### src/rtl/snf_pkg.sv
package snf_pkg;
  localparam logic [7:0] ADDR_PROT  = 8'hA0;
  localparam logic [7:0] ADDR_CFG   = 8'hB0;
  localparam logic [7:0] ADDR_STAT  = 8'hC0;
  localparam logic [7:0] ADDR_STAT2 = 8'hF0;

  localparam logic [7:0] OPC_WREN   = 8'h06;
  localparam logic [7:0] OPC_WRDI   = 8'h04;
  localparam logic [7:0] OPC_GET    = 8'h0F;
  localparam logic [7:0] OPC_SET    = 8'h1F;
  localparam logic [7:0] OPC_PREAD  = 8'h13;
  localparam logic [7:0] OPC_PEXEC  = 8'h10;
  localparam logic [7:0] OPC_ERASE  = 8'hD8;
  localparam logic [7:0] OPC_RESET  = 8'hFF;

  localparam logic [7:0] PROT_KEEP  = 8'hFE;
  localparam logic [7:0] CFG_KEEP   = 8'h11;
  localparam int         CFG_ECC_BIT = 4;

  typedef enum logic [2:0] {
    AOP_NONE, AOP_PROG, AOP_ERASE, AOP_READ, AOP_RST
  } arr_op_e;
endpackage

### src/rtl/snf_status_flags.sv
module snf_status_flags
  import snf_pkg::*;
(
  input  logic       clk,
  input  logic       rst,
  input  logic       start,
  input  arr_op_e    start_op,
  input  logic       wren,
  input  logic       wrdi,
  input  logic       done,
  input  logic       op_fail,
  input  logic       ecc_en,
  input  logic [1:0] ecc_in,
  input  logic [1:0] ecc_fine_in,
  output logic       wel,
  output logic       p_fail,
  output logic       e_fail,
  output logic [1:0] ecc,
  output logic [1:0] ecc_fine
);
  arr_op_e cur_op;

  always_ff @(posedge clk) begin
    if (rst) begin
      wel      <= 1'b0;
      p_fail   <= 1'b0;
      e_fail   <= 1'b0;
      ecc      <= 2'b00;
      ecc_fine <= 2'b00;
      cur_op   <= AOP_NONE;
    end else begin
      if (done) begin
        case (cur_op)
          AOP_PROG: begin
            p_fail <= op_fail;
            wel    <= 1'b0;
          end
          AOP_ERASE: begin
            e_fail <= op_fail;
            wel    <= 1'b0;
          end
          AOP_READ: begin
            if (ecc_en) begin
              ecc      <= ecc_in;
              ecc_fine <= (ecc_in == 2'b01) ? ecc_fine_in : 2'b00;
            end else begin
              ecc      <= 2'b00;
              ecc_fine <= 2'b00;
            end
          end
          default: ;
        endcase
        cur_op <= AOP_NONE;
      end
      if (wren) wel <= 1'b1;
      if (wrdi) wel <= 1'b0;
      if (start) begin
        cur_op <= start_op;
        case (start_op)
          AOP_PROG:  p_fail <= 1'b0;
          AOP_ERASE: e_fail <= 1'b0;
          AOP_RST: begin
            wel      <= 1'b0;
            p_fail   <= 1'b0;
            e_fail   <= 1'b0;
            ecc      <= 2'b00;
            ecc_fine <= 2'b00;
          end
          default: ;
        endcase
      end
    end
  end

  // detail field only meaningful for the corrected outcome
  p_fine_only_corr_r10: assert property (@(posedge clk) disable iff (rst)
    (ecc != 2'b01) |-> (ecc_fine == 2'b00));
  // latch drops after program or erase completes
  p_wel_drop_r8: assert property (@(posedge clk) disable iff (rst)
    (done && (cur_op == AOP_PROG || cur_op == AOP_ERASE)) |=> !wel);
  // reset start leaves all flags clear
  p_rst_clear_r11: assert property (@(posedge clk) disable iff (rst)
    (start && start_op == AOP_RST) |=> (!wel && !p_fail && !e_fail && ecc == 2'b00));
endmodule

### config.mk
export PLATFORM = sky130hd
export DESIGN_NAME = snf_status_flags
export DESIGN_NICKNAME = d
export VERILOG_FILES = /design/src/rtl/snf_pkg.sv /design/src/rtl/snf_status_flags.sv
export SDC_FILE = /design/constraint.sdc
export NUM_CORES = 1
export LEC_CHECK = 0
export BUFFER_PORTS_ARGS = -buffer_cell sky130_fd_sc_hd__buf_2
export CORE_AREA = 5 5 42 44
export CTS_BUF_LIST = sky130_fd_sc_hd__clkbuf_4 sky130_fd_sc_hd__clkbuf_8
export CTS_CLUSTER_DIAMETER = 100
export DETAILED_ROUTE_END_ITERATION = 12
export DIE_AREA = 0 0 47 49
export SYNTH_ARGS = -nofsm -noshare
export SYNTH_HDL_FRONTEND = slang
export SYNTH_SLANG_ARGS = --single-unit
### constraint.sdc
create_clock -name clk -period 2.96 [get_ports clk]
set_input_delay 0.148 -clock clk [delete_from_list [all_inputs] [get_ports clk]]
set_output_delay 0.148 -clock clk [all_outputs]
set_load 0.01 [all_outputs]
# --- Word-level counts from Yosys, hierarchy flattened ---
# Index checks and enable logic that the tools add are counted.
classes:
  eq_ne: 7
  muxes: 27
  n_reduce_logical: 4
ops:
  columns: ["operator", "n"]
  rows:
  - ["$mux 2", 11]
  - ["$mux 1", 14]
  - ["$eq 3x2->1 const B", 3]
  - ["$eq 3x1->1 const B", 2]
  - ["$mux 3", 2]
  - ["$reduce_or 2->1", 3]
  - ["$eq 3x3->1 const B", 1]
  - ["$eq 2x1->1 const B", 1]
  - ["$reduce_bool 2->1", 1]
word_totals:
  register_bits: 10
  in_bits: 15
  output_inout_bits: 7

# --- Logic depth before layout (Yosys ltp) ---
# Gate-level depths: netlist of the first run.
logic_depth:
  ltp_word: 8
  mapped_depth: 4
  mapped_depth_nobuf: 3

# --- Least setup slack after synthesis of the first run ---
# No wires, ideal clock.
synth_timing:
  kind: "register to register"
  from: "register cur_op[1]"
  to: "register p_fail"
  arrival_ps: 807
  t_required_ps: 2841
  path_slack_ps: 2034
  path_stages_with_launch: 4
  path_buffers: 0
  period_less_slack_ps: 926
  path_cell_list: "dfxtp_1 -> and4bb_1 -> mux2i_1 -> nor3_1"
synth_between:
  elab_chain_len: 5
synth_lines:
  columns: ["item", "line", "source"]
  rows:
  - ["start, declared", "snf_status_flags.sv:21", "arr_op_e cur_op;"]
  - ["start signal, assigned", "snf_status_flags.sv:58", "cur_op <= start_op;"]
  - ["$eq 3x1->1 (*)", "snf_status_flags.sv:33", "case (cur_op)"]
  - ["$mux 1 (*)", "snf_status_flags.sv:33", null]
  - ["$mux 1 (*)", "snf_status_flags.sv:32", "if (done) begin"]
  - ["$mux 1", "snf_status_flags.sv:59", "case (start_op)"]
  - ["$mux 1 (*)", "snf_status_flags.sv:57", "if (start) begin"]
  - ["end signal, assigned", "snf_status_flags.sv:35", "p_fail <= op_fail;"]
  - ["end, declared", "snf_status_flags.sv:16", "output logic p_fail,"]
# Mark *: on every way between the ends. The rest lies on a longest branch, timed or not.
# A chain may end at the register's enable or synchronous reset.

# --- Worst setup path after layout of the first run ---
layout_timing:
  from: "register cur_op[1]"
  to: "register ecc_fine[1]"
layout_between:
  elab_chain_len: 5
layout_lines:
  columns: ["item", "line", "source"]
  rows:
  - ["$eq 3x2->1 (*)", "snf_status_flags.sv:33", null]
  - ["$mux 2 (*)", "snf_status_flags.sv:33", null]
  - ["$mux 2 (*)", "snf_status_flags.sv:32", null]
  - ["$mux 2", "snf_status_flags.sv:59", null]
  - ["$mux 2 (*)", "snf_status_flags.sv:57", null]
  - ["end signal, assigned", "snf_status_flags.sv:45", "ecc_fine <= (ecc_in == 2'b01) ? ecc_fine_in : 2'b00;"]
  - ["end, declared", "snf_status_flags.sv:19", "output logic [1:0] ecc_fine"]
# Marks and branches as above.

==> results of run 1 <==
cell families after synthesis:
logic type	Yosys count	synth area share, %
multiplexers	2	4.13
XOR/XNOR	3	5.43
flip-flops	10	41.3
buffers and inverters	2	3.10
AO/OA/AOI/OAI	9	11.4
AND/OR/NAND/NOR	26	34.6
worst max-delay path, cell delays in order (launching register included):
cell and delay [ps]:
dfxtp_1 410, and4b_1 290, nand3_1 90, a21oi_1 150
per-stage QoR:
| step | instances | setup slack, ps | total power, W | area (µm²) | utilization (%) |
|---|---|---|---|---|---|
| finish | 91 | 1960 | 0.000266 | 621 | 44.3 |
| global route | 91 | 1830 | 0.000281 | 621 | 44.3 |
| CTS | 91 | 1940 | 0.000270 | 621 | 44.3 |
| detailed placement | 88 | 1960 | 0.000178 | 598 | 42.7 |
| global placement | 88 | 1960 | 0.000178 | 598 | 42.7 |
| floorplan | 52 | 2030 | 0.000162 | 484 | - |
cell usage in the layout, fill, tap and decap left out, drive strengths merged, types with 2 or more instances in the layout:
cell,netlist,routed
buf,1,21
dfxtp,10,10
a21oi,6,6
nor3b,4,4
nand2,4,4
nand3,4,4
nor2,4,4
xnor2,3,3
clkbuf,0,3
and4bb,2,2
mux2i,2,2
nor3,2,2
sequential cells by signal, indices dropped and copies added (netlist names):
register,flops
cur_op,3
e_fail,1
ecc,2
ecc_fine,2
p_fail,1
wel,1
power breakdown:
part	total, W	switching (W)	internal [W]
Combinational	0.0000337	0.0000156	0.0000182
Sequential	0.000141	0.00000299	0.000138
Clock	0.0000919	0.0000449	0.0000470
Total	0.000266	0.0000635	0.000203
final cells by class:
| class | count | area [µm²] |
|---|---|---|
| clock buffer | 3 | 22.5 |
| fill | 150 | 781 |
| sequential | 10 | 200 |
| tap | 16 | 20.0 |
| multi-input combinational | 40 | 269 |
| inverter | 1 | 3.75 |
| timing repair buffer | 21 | 105 |
layer usage:
| layer | global-route usage, % | share of wire [%] |
|---|---|---|
| met5 | 0 | 0 |
| met4 | 1.38 | 0 |
| met3 | 5.54 | 12 |
| met2 | 13.8 | 45 |
| met1 | 11.9 | 43 |
synthesized netlist by cell type:
library cell and number:
a211oi_2 1, a21oi_1 6, a22oi_1 1, and3b_1 1
and4b_1 1, and4bb_1 2, buf_6 1, dfxtp_1 10
inv_1 1, mux2i_1 2, nand2_1 4, nand2b_1 1
nand3_1 4, nand4b_1 1, nor2_1 4, nor3_1 2
nor3b_1 4, nor4bb_1 1, o21ai_0 1, or2_4 1
xnor2_1 3
final timing paths:
check	depth (start not counted)	from	slack [ps]	endpoint
worst max-delay path	3	cur_op[1]$_SDFFE_PP0P_	1960	ecc_fine[1]$_SDFF_PP0_
worst max register to register	3	cur_op[1]$_SDFFE_PP0P_	1960	ecc_fine[1]$_SDFF_PP0_
worst min-delay path	2	wrdi	40	wel$_SDFF_PP0_
worst min register to register	2	ecc_fine[0]$_SDFF_PP0_	440	ecc_fine[0]$_SDFF_PP0_
==> impl_results.md, run 1 <==
* Final setup fails at 0
* CTS tree: yes
* Gr ovfl total at 0
* CTS Sinks at 10
* Layout Skew at 1.78 ps
* VDD IR max at 0.000214 V
* Post-cts repair resize count at 0
* Max frequency at 997 MHz
* Vias in the first global route at 403
* Worst-path clk slew at 60 ps
* H-tree depth at 1
* Max Cap Viol at 0
* Mapped Cells at 52
* Seq cells post-synth at 10
* Post-Synthesis Cell Area at 484 µm²
* Setup_tns at 0 ps
* Core area at 1400 µm²
* Register area share after synthesis at 41.3%
* Hold Slack at 35.5 ps
* Leakage at 0.265 nW
* Hold crit path type: primary input to flip-flop
* Outcome: complete, no violations
* Slew Viols, Final at 0
* Initial DRC Count at 5
* Root Driver: clkbuf_4
* IO Pins at 22
* Area added between synthesis and finish at 28.2%
* Die Height at 49 µm
* CTS hold repair buffers at 0
* Largest net degree at the start of global routing at 10
* CP required at 3150 ps
* Crit. End Element: flip-flop
* Setup Fix Bufs, Post-CTS at 0
* Slew headroom at 84.8%
* Drt first pass iters at 4
* Via density per instance at 5.01
* Detailed placement HPWL at 800 µm
* Final Cycle Share at 33.9%
* Syn avg cell area at 9.31 µm²
* GP Congestion at 0.679
* RSZ-0062 raised after global routing: false
* Top-area cell type share of the netlist area at 41.3%
* Skew-Pair Late Insertion Delay at 260 ps
* Buffers added on ports at 21
* Crit Path Class: flip-flop to flip-flop
* FP Rows at 14
* Crit path max fanout at 6
* Share of post-route cells with drive strength above 1 at 34.7%
* Ys Warns at 0
* Antenna viol nets, final at 0
* Pwr dens at 429 nW/µm²
* Die width at 47 µm
* Worst-Margin Slew at 225 ps
* Routed len/inst at 11.2 µm
* Cell taking the most area after synthesis: dfxtp_1
* Tot GR Track Use at 9.39%
* Fin. Hold Viols at 0
* Final min period at 1000 ps
* Setup crit start kind: flip-flop
* First-pass GRT wire length at 1.61 mm
* Total Nets Final at 92
* Final WL at 1.02 mm
* Antenna violations before repair at 0
* Post-Syn Nets at 67
* Diodes inserted at 0
* Yosys cell types at 21
* Largest cells by area after synthesis: dfxtp_1, a21oi_1, nor3b_1
* Initial Utilization at 34.6%
* Die ar. at 2300 µm²
* Inserted Clock Buffers at 3
* Vias at 456
* Crit path DAT at 1200 ps
* DRC Markers at 0
* Clk buf depth at 2
Power figures use the tool's default switching activity.
==> run 2: changes to the inputs <==
- PLACE_DENSITY: default -> 0.67
- clock period: 2.96 -> 0.9 ns (I/O delays scaled with it)
==> impl_results.md, run 2 (synthesized netlist as in run 1, its figures left out) <==
* NetSw at 0.000228 W
* Diodes inserted at 0
* Final WL at 1.15 mm
* Leakage at 0.292 nW
* Hold Slack at 16.3 ps
* Root Driver: clkbuf_4
* Sw frac at 22.8%
* Antenna viol nets, final at 0
* First-pass GRT wire length at 1.55 mm
* Core area at 1400 µm²
* Seq pwr share at 46.5%
* Drt first pass iters at 2
* Fin. Hold Viols at 0
* Fill count at 154
* H-tree depth at 1
* Slew Viols, Final at 0
* DRC Markers at 0
* Inserted Clock Buffers at 3
* Layout Skew at 0.659 ps
* Total Nets Final at 96
* Instance count on the critical path at 3
* Setup Fix Bufs, Post-CTS at 0
* Max frequency at 1020 MHz
* CP max stage delay at 340 ps
* Critical path, cell by cell: and4bb_1, mux2i_1, nor3_1
* VDD IR max at 0.000629 V
* Crit path DAT at 1140 ps
* Initial DRC Count at 2
* Die ar. at 2300 µm²
* CTS Sinks at 10
* Fin area at 702 µm²
* Area added between synthesis and finish at 45.0%
* Most common cell after layout, fill and taps aside: buf_2
* Crit. End Element: flip-flop
* Slowest stage cell, crit path: dfxtp_2
* Slew headroom at 85.7%
* Cell Area, Placed at 621 µm²
* Post-Place Cells at 91
* Outcome: finished, violations left
* Hold path depth at 3
* Final setup fails at 6
* Vias at 483
* Worst-Margin Slew at 211 ps
* Final worst-path setup slack at -85.1 ps
* Worst path buffer plus inverter count at 0
* Initial Utilization at 34.6%
* Failing checks: negative setup slack
* Routed len/inst at 12.0 µm
* Gr ovfl total at 0
* Via density per instance at 5.03
* Tot GR Track Use at 9.59%
* Final min period at 985 ps
* Hold path start: wren
* Final Cycle Share at 109%
* IO Pins at 22
* Top delay family on crit path: simple AND/OR/NAND/NOR gates
* FP Rows at 14
* CTS tree: yes
* Comb pwr share at 13.2%
* Vias in the first global route at 383
* Skew-Pair Late Insertion Delay at 260 ps
* Share of post-route cells with drive strength above 1 at 51.2%
* Setup WS pre-CTS at -95.5 ps
* Power Total at 0.000998 W
* CP required at 1050 ps
* RSZ-0062 raised after global routing: true
* R2R depth at 3
* Largest net degree at the start of global routing at 9
* Crit Path Class: flip-flop to flip-flop
* RR Startpoint: cur_op[2]$_SDFFE_PP0P_
* Die Height at 49 µm
* Top flop regs: cur_op (3), ecc (2), ecc_fine (2)
* Die width at 47 µm
* Worst-path clk slew at 70 ps
* GP Congestion at 0.753
* Setup crit start kind: flip-flop
* Crit path max fanout at 6
* Pint at 0.000771 W
* Largest Register: cur_op
* Hold crit path type: primary input to flip-flop
* Pwr dens at 1420 nW/µm²
* Max Cap Viol at 0
* Cell Count, Final, Fillers Out at 96
* Crit path launch: cur_op[2]$_SDFFE_PP0P_
* Antenna violations before repair at 0
* Buffers added on ports at 21
* Clk buf depth at 2
* Largest register FFs at 3
* Power share of the clock group at 40.3%
* Commonest cells after routing, fill and taps aside: buf_2, dfxtp_1
run 2: cell types whose count changed in the layout (fill, tap and decap cells not counted):
| cell | previous run | this run |
|---|---|---|
| dlygate4sd3_1 | 0 | 1 |
| a21oi_2 | 0 | 4 |
| and4b_2 | 0 | 1 |
| and4b_1 | 1 | 0 |
| clkbuf_8 | 0 | 1 |
| buf_4 | 0 | 3 |
| dfxtp_2 | 0 | 3 |
| nand3_2 | 0 | 3 |
| o21ai_0 | 1 | 0 |
| nand3_1 | 4 | 1 |
| o21ai_1 | 0 | 1 |
| a21oi_1 | 6 | 2 |
| dfxtp_1 | 10 | 7 |
run 2: area by class of cell:
class | count | area, µm² | area share, %
inverters | 1 | 3.75 | 0.535
repair buffers | 25 | 138 | 19.6
flip-flops and latches | 10 | 204 | 29.1
well taps | 16 | 20.0 | 2.85
multi-input cells | 40 | 300 | 42.8
clock buffers | 4 | 36.3 | 5.17
run 2: final timing paths:
path / endpoint / slack [ps]
min: wel$_SDFF_PP0_ / 20
min reg2reg: ecc_fine[1]$_SDFF_PP0_ / 460
max reg2reg: e_fail$_SDFF_PP0_ / -90
max: e_fail$_SDFF_PP0_ / -90
run 2: metrics by stage:
| stage | TNS, ps | util [%] |
|---|---|---|
| after floorplan | -52.4 | - |
| final | -345 | 50.1 |
| after global placement | -467 | 44.3 |
| after global routing | -637 | 50.1 |
| after CTS | -290 | 47.9 |
| after detailed placement | -482 | 44.3 |
run 2: power by group through the flow:
| stage | clock network, W | logic [W] | registers [W] |
|---|---|---|---|
| final | 0.000403 | 0.000132 | 0.000464 |
| after floorplan | 0 | 0.0000595 | 0.000473 |
| after global routing | 0.000439 | 0.000146 | 0.000465 |
| after CTS | 0.000417 | 0.000126 | 0.000464 |
| after detailed placement | 0 | 0.000122 | 0.000473 |
| after global placement | 0 | 0.000121 | 0.000472 |
run 2: what timing repair did:
action,CTS,global route
hold buffers,1,0
endpoints found under the hold margin,1,0
gates resized for setup,3,9
pin swaps,7,6
setup endpoints to repair,7,7
run 2: worst reg2reg max path, cell delays in order, from the launching register on:
cell and delay (ps):
dfxtp_2 340, and4bb_1 290, mux2i_1 190, nor3_1 70
run 2: per-layer routing:
metal / up-vias / share of wire (%) / global-route usage (%) / routed length, µm
li1: 246 / - / - / -
met1: 217 / 44 / 11.5 / 500
met2: 18 / 47 / 12.7 / 537
met3: 2 / 8.4 / 4.80 / 97
met4: 0 / 0.96 / 6.91 / 11
met5: - / 0 / 0 / 0
==> run 3: changes to the inputs <==
- CTS_BUF_LIST: sky130_fd_sc_hd__clkbuf_4 sky130_fd_sc_hd__clkbuf_8 -> sky130_fd_sc_hd__clkbuf_8
- REMOVE_ABC_BUFFERS: default -> 1
==> impl_results.md, run 3 (synthesized netlist as in run 1, its figures left out) <==
* Reg2reg end: e_fail$_SDFF_PP0_
* Hold path start: rst
* Largest Register: cur_op
* Crit path DAT at 1100 ps
* FP Rows at 14
* Fill count at 149
* RR Startpoint: cur_op[0]$_SDFFE_PP0P_
* Commonest cells after routing, fill and taps aside: buf_2, dfxtp_1, a21oi_1
* CTS tree: yes
* Fin. Hold Viols at 0
* DRC Markers at 0
* Setup Fix Bufs, Post-CTS at 0
* Max frequency at 1030 MHz
* Cell Area, Placed at 628 µm²
* Initial Utilization at 34.6%
* CP max stage delay at 340 ps
* Crit path max fanout at 6
* Skew-Pair Late Insertion Delay at 240 ps
* Antenna viol nets, final at 0
* Top flop regs: cur_op (3), ecc (2), ecc_fine (2)
* Final setup fails at 5
* Die ar. at 2300 µm²
* Routed len/inst at 10.7 µm
* Crit. End Element: flip-flop
* Most common cell after layout, fill and taps aside: buf_2
* Slew headroom at 84.6%
* Slowest stage cell, crit path: dfxtp_2
* Gr ovfl total at 0
* Largest net degree at the start of global routing at 9
* Inserted Clock Buffers at 3
* VDD IR max at 0.000775 V
* Hold crit path type: primary input to flip-flop
* Cell Count, Final, Fillers Out at 97
* Diodes inserted at 0
* Leakage at 0.306 nW
* Final WL at 1.04 mm
* Layout Skew at 4.12 ps
* Worst-Margin Slew at 228 ps
* Crit Path Class: flip-flop to flip-flop
* IO Pins at 22
* Fin area at 698 µm²
* Largest register FFs at 3
* Critical path, cell by cell: and4bb_1, mux2i_1, nor3_1
* Worst Hold End: cur_op[1]$_SDFFE_PP0P_
* FF/Latch Area at 204 µm²
* Antenna violations before repair at 0
* Die Height at 49 µm
* Max Cap Viol at 0
* Detailed placement HPWL at 843 µm
* R2R Setup Slk at -70 ps
* Outcome: finished, violations left
* Vias in the first global route at 450
* Drt first pass iters at 3
* Clk buf depth at 2
* GP Congestion at 0.730
* Worst path buffer plus inverter count at 0
* Final worst-path setup slack at -73.8 ps
* Hold path depth at 2
* Pwr dens at 1650 nW/µm²
* Core area at 1400 µm²
* Top delay family on crit path: flip-flops
* CP required at 1020 ps
* Area added between synthesis and finish at 44.2%
* Die width at 47 µm
* Share of post-route cells with drive strength above 1 at 43.2%
* Tot GR Track Use at 10.8%
* R2R depth at 3
* Initial DRC Count at 2
* First-pass GRT wire length at 1.79 mm
* Final Cycle Share at 108%
* CTS Sinks at 10
* Total Nets Final at 97
* Slew Viols, Final at 0
* Area of the multi-input gates at 270 µm²
* Via density per instance at 4.95
* Root Driver: clkbuf_8
* Worst-path clk slew at 50 ps
* Failing checks: negative setup slack
* Vias at 480
* Post-Place Cells at 92
* Setup_tns at -206 ps
* RSZ-0062 raised after global routing: true
* Buffers added on ports at 21
* H-tree depth at 1
* Final min period at 974 ps
* Setup crit start kind: flip-flop
## run 3: cell types whose count changed in the layout (fill, tap and decap cells not counted), sizes merged
cell  previous run  this run
buf             24        25
## run 3: worst max path at each step
stage,from,to,slack (ps),cells past startpoint
detailed placement,cur_op[1]$_SDFFE_PP0P_,e_fail$_SDFF_PP0_,-110,3
floorplan,cur_op[1]$_SDFFE_PP0P_,p_fail$_SDFF_PP0_,-30,3
CTS,cur_op[0]$_SDFFE_PP0P_,e_fail$_SDFF_PP0_,-80,3
global placement,cur_op[1]$_SDFFE_PP0P_,e_fail$_SDFF_PP0_,-120,3
global route,cur_op[2]$_SDFFE_PP0P_,p_fail$_SDFF_PP0_,-130,3
finish,cur_op[0]$_SDFFE_PP0P_,e_fail$_SDFF_PP0_,-70,3
## run 3: metal layers
layer | routed length, µm | vias up | track usage (%)
met1 | 437 | 212 | 12.2
met4 | 18 | 0 | 6.91
met3 | 106 | 2 | 4.43
met2 | 479 | 18 | 16.1
met5 | 0 | - | 0
li1 | - | 248 | -
## run 3: report_power, final
part / switching [W] / internal, W
Sequential: 0.00000991 / 0.000456
Clock: 0.000169 / 0.000384
Combinational: 0.0000558 / 0.0000735
## run 3: repair_timing
| item | 4_1_cts | 5_1_grt |
|---|---|---|
| endpoints found under the hold margin | 1 | 0 |
| gates resized for setup | 4 | 1 |
| pin swaps | 2 | 1 |
| hold buffers | 1 | 0 |
| setup endpoints to repair | 7 | 7 |
## run 3: layout make-up
cell class                      instances  share of cell area [%]
Multi-Input combinational cell         40                    38.7
Inverter                                1                   0.538
Tap cell                               16                    2.87
Clock buffer                            4                    7.89
Timing Repair Buffer                   26                    20.8
Sequential cell                        10                    29.2
## run 3: through the flow
stage | setup slack [ps] | hold WS (ps) | util, % | power [W]
final | -73.8 | 45.9 | 49.8 | 0.00115
after global routing | -129 | 50.4 | 49.8 | 0.00121
after CTS | -83.8 | 41.8 | 49.7 | 0.00117
after detailed placement | -114 | 212 | 44.8 | 0.000599
after global placement | -118 | 211 | 44.8 | 0.000597
after floorplan | -26.4 | 110 | - | 0.000525
